**config.mk**
```make
export PLATFORM = sky130hd
export DESIGN_NAME = uart_rx_fifo
export DESIGN_NICKNAME = d
export VERILOG_FILES = /design/src/rtl/uart_rx_pkg.sv /design/src/rtl/uart_rx_vote.sv /design/src/rtl/uart_rx_frame.sv /design/src/rtl/uart_rx_buf.sv /design/src/rtl/uart_rx_fifo.sv
export SDC_FILE = /design/constraint.sdc
export NUM_CORES = 1
export LEC_CHECK = 0
export BUFFER_PORTS_ARGS = -buffer_cell sky130_fd_sc_hd__buf_2
export CORE_MARGIN = 8
export CORE_UTILIZATION = 35
export DETAILED_ROUTE_END_ITERATION = 10
export GPL_TIMING_DRIVEN = 0
export PLACE_DENSITY = 0.54
export SLEW_MARGIN = 20
export SYNTH_ARGS = -nofsm -noshare
export SYNTH_HDL_FRONTEND = slang
export SYNTH_SLANG_ARGS = --single-unit
export TNS_END_PERCENT = 100
```
**constraint.sdc**
```tcl
create_clock -name clk -period 2.2 [get_ports clk]
set_input_delay 0.11 -clock clk [delete_from_list [all_inputs] [get_ports clk]]
set_output_delay 0.11 -clock clk [all_outputs]
set_load 0.05 [all_outputs]
```
**src/rtl/uart_rx_pkg.sv**
```systemverilog
package uart_rx_pkg;
  typedef enum logic [2:0] {
    ST_IDLE,
    ST_START,
    ST_DATA,
    ST_PAR,
    ST_STOP
  } rx_state_e;
endpackage

```
**src/rtl/uart_rx_vote.sv**
```systemverilog
module uart_rx_vote #(
  parameter int CNT_W = 4,
  parameter int MID   = 8
) (
  input  logic             clk,
  input  logic             rst,
  input  logic             os_tick,
  input  logic             sample_in,
  input  logic [CNT_W-1:0] cnt,
  output logic             decide,
  output logic             bit_val,
  output logic             bit_noisy
);
  localparam logic [CNT_W-1:0] C_FIRST  = CNT_W'(MID - 1);
  localparam logic [CNT_W-1:0] C_SECOND = CNT_W'(MID);
  localparam logic [CNT_W-1:0] C_THIRD  = CNT_W'(MID + 1);

  logic s_a, s_b;

  always_ff @(posedge clk) begin
    if (rst) begin
      s_a <= 1'b1;
      s_b <= 1'b1;
    end else if (os_tick) begin
      if (cnt == C_FIRST)  s_a <= sample_in;
      if (cnt == C_SECOND) s_b <= sample_in;
    end
  end

  always_comb begin
    decide    = os_tick && (cnt == C_THIRD);
    bit_val   = (s_a & s_b) | (s_a & sample_in) | (s_b & sample_in);
    bit_noisy = !((s_a == s_b) && (s_b == sample_in));
  end
endmodule

```
**src/rtl/uart_rx_frame.sv**
```systemverilog
module uart_rx_frame
  import uart_rx_pkg::*;
#(
  parameter int DATA_W  = 8,
  parameter int OS_RATE = 16,
  parameter int MID     = 8
) (
  input  logic            clk,
  input  logic            rst,
  input  logic            os_tick,
  input  logic            rx_s,
  input  logic            cfg_nine,
  input  logic            cfg_par_en,
  input  logic            cfg_par_odd,
  output logic            done,
  output logic [DATA_W:0] word,
  output logic            f_frame,
  output logic            f_noise,
  output logic            f_parity
);
  localparam int CNT_W = $clog2(OS_RATE);
  localparam int IDX_W = $clog2(DATA_W + 2);
  localparam logic [CNT_W-1:0] CNT_LAST = CNT_W'(OS_RATE - 1);

  rx_state_e        state;
  logic [CNT_W-1:0] cnt;
  logic [IDX_W-1:0] idx;
  logic [IDX_W-1:0] idx_last;
  logic [DATA_W:0]  sh;
  logic             rx_prev;
  logic             noise_acc;
  logic             par_acc;
  logic             decide, bit_val, bit_noisy;

  uart_rx_vote #(.CNT_W(CNT_W), .MID(MID)) u_vote (
    .clk       (clk),
    .rst       (rst),
    .os_tick   (os_tick),
    .sample_in (rx_s),
    .cnt       (cnt),
    .decide    (decide),
    .bit_val   (bit_val),
    .bit_noisy (bit_noisy)
  );

  assign idx_last = cfg_nine ? IDX_W'(DATA_W) : IDX_W'(DATA_W - 1);

  always_ff @(posedge clk) begin
    if (rst) begin
      state     <= ST_IDLE;
      cnt       <= '0;
      idx       <= '0;
      sh        <= '0;
      rx_prev   <= 1'b1;
      noise_acc <= 1'b0;
      par_acc   <= 1'b0;
      done      <= 1'b0;
      word      <= '0;
      f_frame   <= 1'b0;
      f_noise   <= 1'b0;
      f_parity  <= 1'b0;
    end else begin
      done <= 1'b0;
      if (os_tick) rx_prev <= rx_s;
      if (state == ST_IDLE) begin
        if (os_tick && rx_prev && !rx_s) begin
          state     <= ST_START;
          cnt       <= '0;
          idx       <= '0;
          noise_acc <= 1'b0;
          par_acc   <= 1'b0;
        end
      end else begin
        if (os_tick) cnt <= (cnt == CNT_LAST) ? '0 : cnt + CNT_W'(1);
        if (decide) begin
          case (state)
            ST_START: begin
              if (bit_val) state <= ST_IDLE;
              noise_acc <= bit_noisy;
            end
            ST_DATA: begin
              sh        <= {bit_val, sh[DATA_W:1]};
              par_acc   <= par_acc ^ bit_val;
              noise_acc <= noise_acc | bit_noisy;
              idx       <= idx + IDX_W'(1);
              if (idx == idx_last) state <= cfg_par_en ? ST_PAR : ST_STOP;
            end
            ST_PAR: begin
              par_acc   <= par_acc ^ bit_val;
              noise_acc <= noise_acc | bit_noisy;
              state     <= ST_STOP;
            end
            ST_STOP: begin
              done     <= 1'b1;
              word     <= cfg_nine ? sh : {1'b0, sh[DATA_W:1]};
              f_frame  <= !bit_val;
              f_noise  <= noise_acc | bit_noisy;
              f_parity <= cfg_par_en && (par_acc != cfg_par_odd);
              state    <= ST_IDLE;
            end
            default: state <= ST_IDLE;
          endcase
          if (state == ST_START && !bit_val) state <= ST_DATA;
        end
      end
    end
  end

  AST_FALSE_START: assert property (@(posedge clk) disable iff (rst)
    (state == ST_START && decide && bit_val) |=> (state == ST_IDLE));
  AST_DONE_PULSE: assert property (@(posedge clk) disable iff (rst)
    done |=> !done);
endmodule

```
**src/rtl/uart_rx_buf.sv**
```systemverilog
module uart_rx_buf #(
  parameter int WIDTH = 9,
  parameter int DEPTH = 2
) (
  input  logic               clk,
  input  logic               rst,
  input  logic               push,
  input  logic [WIDTH-1:0]   din,
  input  logic               pop,
  output logic [WIDTH-1:0]   dout,
  output logic [$clog2(DEPTH+1)-1:0] count,
  output logic               push_ok,
  output logic               overrun
);
  localparam int PTR_W = (DEPTH > 1) ? $clog2(DEPTH) : 1;
  localparam int CNT_W = $clog2(DEPTH + 1);
  localparam logic [PTR_W-1:0] PTR_LAST = PTR_W'(DEPTH - 1);
  localparam logic [CNT_W-1:0] CNT_FULL = CNT_W'(DEPTH);

  logic [WIDTH-1:0] mem [DEPTH];
  logic [PTR_W-1:0] wptr, rptr;
  logic             do_pop;

  always_comb begin
    do_pop  = pop && (count != '0);
    push_ok = push && ((count != CNT_FULL) || do_pop);
    overrun = push && !push_ok;
    dout    = mem[rptr];
  end

  always_ff @(posedge clk) begin
    if (push_ok) mem[wptr] <= din;
  end

  always_ff @(posedge clk) begin
    if (rst) begin
      wptr  <= '0;
      rptr  <= '0;
      count <= '0;
    end else begin
      if (push_ok) wptr <= (wptr == PTR_LAST) ? '0 : wptr + PTR_W'(1);
      if (do_pop)  rptr <= (rptr == PTR_LAST) ? '0 : rptr + PTR_W'(1);
      case ({push_ok, do_pop})
        2'b10:   count <= count + CNT_W'(1);
        2'b01:   count <= count - CNT_W'(1);
        default: count <= count;
      endcase
    end
  end

  AST_NO_OVERFLOW: assert property (@(posedge clk) disable iff (rst)
    count <= CNT_FULL);
  AST_FULL_DROP: assert property (@(posedge clk) disable iff (rst)
    (push && count == CNT_FULL && !pop) |=> (count == CNT_FULL));
  AST_EMPTY_POP: assert property (@(posedge clk) disable iff (rst)
    (pop && count == '0 && !push) |=> (count == '0));
endmodule

```
**src/rtl/uart_rx_fifo.sv**
```systemverilog
module uart_rx_fifo #(
  parameter int DATA_W  = 8,
  parameter int OS_RATE = 16,
  parameter int MID     = 8,
  parameter int DEPTH   = 2
) (
  input  logic              clk,
  input  logic              rst,
  input  logic              os_tick,
  input  logic              rx_in,
  input  logic              cfg_nine,
  input  logic              cfg_par_en,
  input  logic              cfg_par_odd,
  input  logic              irq_en,
  input  logic              stat_rd,
  input  logic              data_rd,
  output logic [DATA_W-1:0] rd_data,
  output logic              rd_bit8,
  output logic              data_avail,
  output logic              irq,
  output logic              err_frame,
  output logic              err_noise,
  output logic              err_parity,
  output logic              err_overrun
);
  localparam int CNT_W = $clog2(DEPTH + 1);

  logic              rx_m, rx_s;
  logic              done;
  logic [DATA_W:0]   word, head;
  logic              f_frame, f_noise, f_parity;
  logic [CNT_W-1:0]  count;
  logic              push_ok, overrun;
  logic              clr_arm, clr_fire;

  always_ff @(posedge clk) begin
    if (rst) begin
      rx_m <= 1'b1;
      rx_s <= 1'b1;
    end else begin
      rx_m <= rx_in;
      rx_s <= rx_m;
    end
  end

  uart_rx_frame #(.DATA_W(DATA_W), .OS_RATE(OS_RATE), .MID(MID)) u_frame (
    .clk         (clk),
    .rst         (rst),
    .os_tick     (os_tick),
    .rx_s        (rx_s),
    .cfg_nine    (cfg_nine),
    .cfg_par_en  (cfg_par_en),
    .cfg_par_odd (cfg_par_odd),
    .done        (done),
    .word        (word),
    .f_frame     (f_frame),
    .f_noise     (f_noise),
    .f_parity    (f_parity)
  );

  uart_rx_buf #(.WIDTH(DATA_W + 1), .DEPTH(DEPTH)) u_buf (
    .clk     (clk),
    .rst     (rst),
    .push    (done),
    .din     (word),
    .pop     (data_rd),
    .dout    (head),
    .count   (count),
    .push_ok (push_ok),
    .overrun (overrun)
  );

  assign rd_data    = head[DATA_W-1:0];
  assign rd_bit8    = head[DATA_W];
  assign data_avail = (count != '0);
  assign clr_fire   = data_rd && clr_arm;

  always_ff @(posedge clk) begin
    if (rst) begin
      clr_arm     <= 1'b0;
      irq         <= 1'b0;
      err_frame   <= 1'b0;
      err_noise   <= 1'b0;
      err_parity  <= 1'b0;
      err_overrun <= 1'b0;
    end else begin
      if (stat_rd)      clr_arm <= 1'b1;
      else if (data_rd) clr_arm <= 1'b0;
      irq         <= irq_en && push_ok;
      err_frame   <= (err_frame   && !clr_fire) || (done && f_frame);
      err_noise   <= (err_noise   && !clr_fire) || (done && f_noise);
      err_parity  <= (err_parity  && !clr_fire) || (done && f_parity);
      err_overrun <= (err_overrun && !clr_fire) || overrun;
    end
  end

  AST_IRQ_PULSE: assert property (@(posedge clk) disable iff (rst)
    irq |=> !irq);
  AST_IRQ_HAS_DATA: assert property (@(posedge clk) disable iff (rst)
    irq |-> data_avail);
  AST_FLAG_HOLD: assert property (@(posedge clk) disable iff (rst)
    (err_overrun && !data_rd) |=> err_overrun);
endmodule

```
==> results_dict.tcl <==
set metrics [dict create \
    cts.sinks 69 \
    m1WireLength_mm 2.89 \
    synth_simple_gate_area_share_pct 19.0 \
    wl_per_cell_um 13.3 \
    rsz0062_at_grt "false" \
    fin_crit_ps 1780 \
    synth-adder-area-share_pct 2.82 \
    clk_pin_slew_ps 80 \
    routabilityCongestion 0.782 \
    grt_pass1_wl_mm 9.87 \
    path_cells "ha_1 -> nand4b_2 -> mux2i_1 -> o21ai_2 -> mux2_4" \
    leakage_nw 1.27 \
    max_cap_violations 0 \
    numCtsBuffers 9 \
    die_y_um 110 \
    yosys-top-cells-area "dfxtp_1 33%, edfxtp_1 17%, mux2_2 3.6%" \
    hold_path_class "input pin to flop" \
    cpPeakStageDelay_ps 450 \
    hold_viol_final 0 \
    clock_skew_ps 7.60 \
    ys_ff_latch 69 \
    met2_length_mm 2.62 \
    antenna_found_initial 0 \
    syn_inst 289 \
    fin_total_pwr_w 0.00252 \
    ys_seq_area_share_pct 50.2 \
    grt_pass1_vias 1997 \
    timing.rr.start "u_frame.cnt[0]" \
    start_util_pct 35.8 \
    r2r_end "u_frame.state[0]" \
    worst_r2r_path_depth 5 \
    crit_required_ps 2440 \
    outcome "finished clean" \
    async_flop_share_pct 0 \
    vias 2140 \
    critPathArrivalTime_ps 2020 \
    die_x_um 110 \
    crit_path_end "u_frame.state[0]" \
    num_antenna_cells 0 \
    highest_layer "met4" \
    synth_top_family_by_area "simple AND/OR/NAND/NOR gates" \
    fmax_mhz 562 \
    post_synth.cell_area_avg_um2 10.8 \
    synth_edf_count 18 \
    vias_per_cell 4.86 \
    dr.pass1.iters 4 \
    die_area_um2 12200 \
    area_delta_synth_final_pct 16.5 \
    cts_root_buf "clkbuf_8" \
    power_density_nw_per_um2 696 \
    period_share_pct 80.9 \
    synth_compound_area_share_pct 14.0 \
    crit_fanout 7 \
    cp_slowest_cell "dfxtp_1" \
    grt_start_max_net_pins 14 \
    core-area_um2 8680 \
    grt_remaining_overflow 0 \
    clk_latency_ps 340 \
    synth_top_cell_by_area "dfxtp_1" \
    grt_usage_pct 10.5 \
    syn-num-nets 306 \
    fin_nets 344 \
    portBuffers 23 \
    post_cts_resized 0 \
    end_kind "flop" \
    ir_drop_v 0.000521 \
    cts_tree "done" \
    routed_wl_mm 5.86 \
    path_class "flop to flop" \
    rrSetupSlack_ps 420 \
    setup_viol 0 \
    cts_buffer_depth 2 \
    io_pins 25 \
    startpoint_type "flop" \
    final.setup.tns_ps 0 \
    startpoint "u_frame.cnt[0]" \
    netlist_area_um2 3110 \
    route.met3.wl_um 294 \
    dpl.hpwl_mm 4.11 \
    yosysTopAreaCellShare_pct 32.8 \
    layout-drive-gt1-share_pct 28.9 \
    placementRows 34 \
    max_slew_margin_pct 48.1 \
    drc 0 \
    synth_xor_area_share_pct 1.97 \
    final_antenna_net_count 0 \
    tightest_slew_ps 778 \
    slew_viol_final 0 \
    initialDrtViolationCount 60 \
    min_from "cfg_par_en" \
    yosys.cell_types.count 58 \
    h-tree-depth 3 \
    synth_mux_area_share_pct 7.32 \
    yosys_most_used_dff "dfxtp_1" \
    yosysWarnings 0 \
]
==> how the worst min path moves through the flow <==
| stage | slack [ps] | end | cells past startpoint |
|---|---|---|---|
| after floorplan | 210 | err_overrun | 1 |
| after global placement | 300 | rx_m | 2 |
| after detailed placement | 300 | rx_m | 2 |
| after CTS | 7 | irq | 2 |
| after global routing | 20 | u_frame.f_parity | 3 |
| final | 40 | u_frame.f_parity | 3 |
==> cells in the mapped netlist (3+ instances only) <==
| library cell | n |
|---|---|
| dfxtp_1 | 51 |
| mux2i_1 | 10 |
| buf_6 | 5 |
| a211oi_2 | 8 |
| mux2_2 | 10 |
| a21oi_1 | 17 |
| xor2_1 | 3 |
| or2_2 | 3 |
| a211o_1 | 3 |
| nor2_1 | 27 |
| or3_1 | 3 |
| nor2_2 | 8 |
| nor3_1 | 6 |
| buf_2 | 4 |
| edfxtp_1 | 18 |
| nor2b_1 | 3 |
| a22oi_1 | 5 |
| a211oi_1 | 3 |
| clkbuf_1 | 4 |
| xnor2_1 | 4 |
| nand2_1 | 24 |
| ha_1 | 7 |
| inv_1 | 9 |
| o21ai_0 | 5 |
| nand3_1 | 5 |
==> metal layers <==
metal / up-vias / global-route usage, %
met5: - / 0
met4: 0 / 3.71
met1: 990 / 13.0
met2: 34 / 16.0
met3: 7 / 4.59
li1: 1109 / -
==> through the flow <==
stage / std cells / utilization, % / setup WS (ps) / hold slack (ps) / area (um^2)
after CTS: 439 / 41.6 / 394 / 7.31 / 3610
after detailed placement: 420 / 38.7 / 439 / 297 / 3360
after floorplan: 289 / - / 404 / 210 / 3110
final: 440 / 41.7 / 420 / 36.2 / 3620
after global placement: 420 / 38.7 / 418 / 296 / 3360
after global routing: 440 / 41.7 / 258 / 22.5 / 3620
==> registers in the layout, summed over array words and instances, names as in the netlist, 2 cells and up, named ones only <==
signal         flops
u_buf.count        2
u_buf.mem         18
u_frame.cnt        4
u_frame.idx        4
u_frame.sh         9
u_frame.state      3
u_frame.word       9
==> placed cells by master (no fill, tap or decap), drive strengths merged, types with 5 or more instances in the layout <==
| cell | synthesis | routed |
|---|---|---|
| nand3 | 7 | 7 |
| nor3 | 9 | 9 |
| mux2 | 11 | 11 |
| nor2 | 36 | 36 |
| nand2 | 24 | 24 |
| buf | 13 | 36 |
| mux2i | 10 | 10 |
| a21oi | 19 | 19 |
| inv | 9 | 10 |
| clkbuf | 4 | 13 |
| a22oi | 5 | 5 |
| edfxtp | 18 | 18 |
| dfxtp | 51 | 51 |
| o21ai | 7 | 7 |
| a211oi | 11 | 11 |
| ha | 7 | 7 |
==> worst max-delay path: cells and delay by family, from the launching register on <==
| family | cells | cell delay, ps |
|---|---|---|
| AO/OA/AOI/OAI | 1 | 140 |
| adder cells (fa/ha/maj) | 1 | 220 |
| multiplexers | 2 | 590 |
| AND/OR/NAND/NOR | 1 | 280 |
| flip-flops | 1 | 450 |
==> repair_timing <==
| item | in CTS | in global routing |
|---|---|---|
| buffers inserted | 0 | 0 |
| endpoints found under the hold margin | 3 | 1 |
| hold buffers | 3 | 1 |
==> cell families (layout without fill, tap and decap cells) <==
family	Yosys count	in the layout
AO/OA/AOI/OAI	56	56
XOR/XNOR	7	7
adder cells (fa/ha/maj)	7	7
buffers and inverters	26	69
flip-flops	69	69
multiplexers	21	21
AND/OR/NAND/NOR	103	103
==> cell type report <==
class,instances,area [um^2]
inverter,9,33.8
multi-input combinational,194,1400
sequential,69,1560
clock inverter,7,97.6
fill,859,5060
buffer,17,114
tap,108,135
clock buffer,9,124
timing repair buffer,27,155
==> where the power goes <==
group          switching, W   total, W  internal (W)
Sequential       0.00000408    0.00130       0.00130
Combinational     0.0000506  0.0000812     0.0000306
Clock              0.000495    0.00114      0.000642
Power figures use the tool's default switching activity.
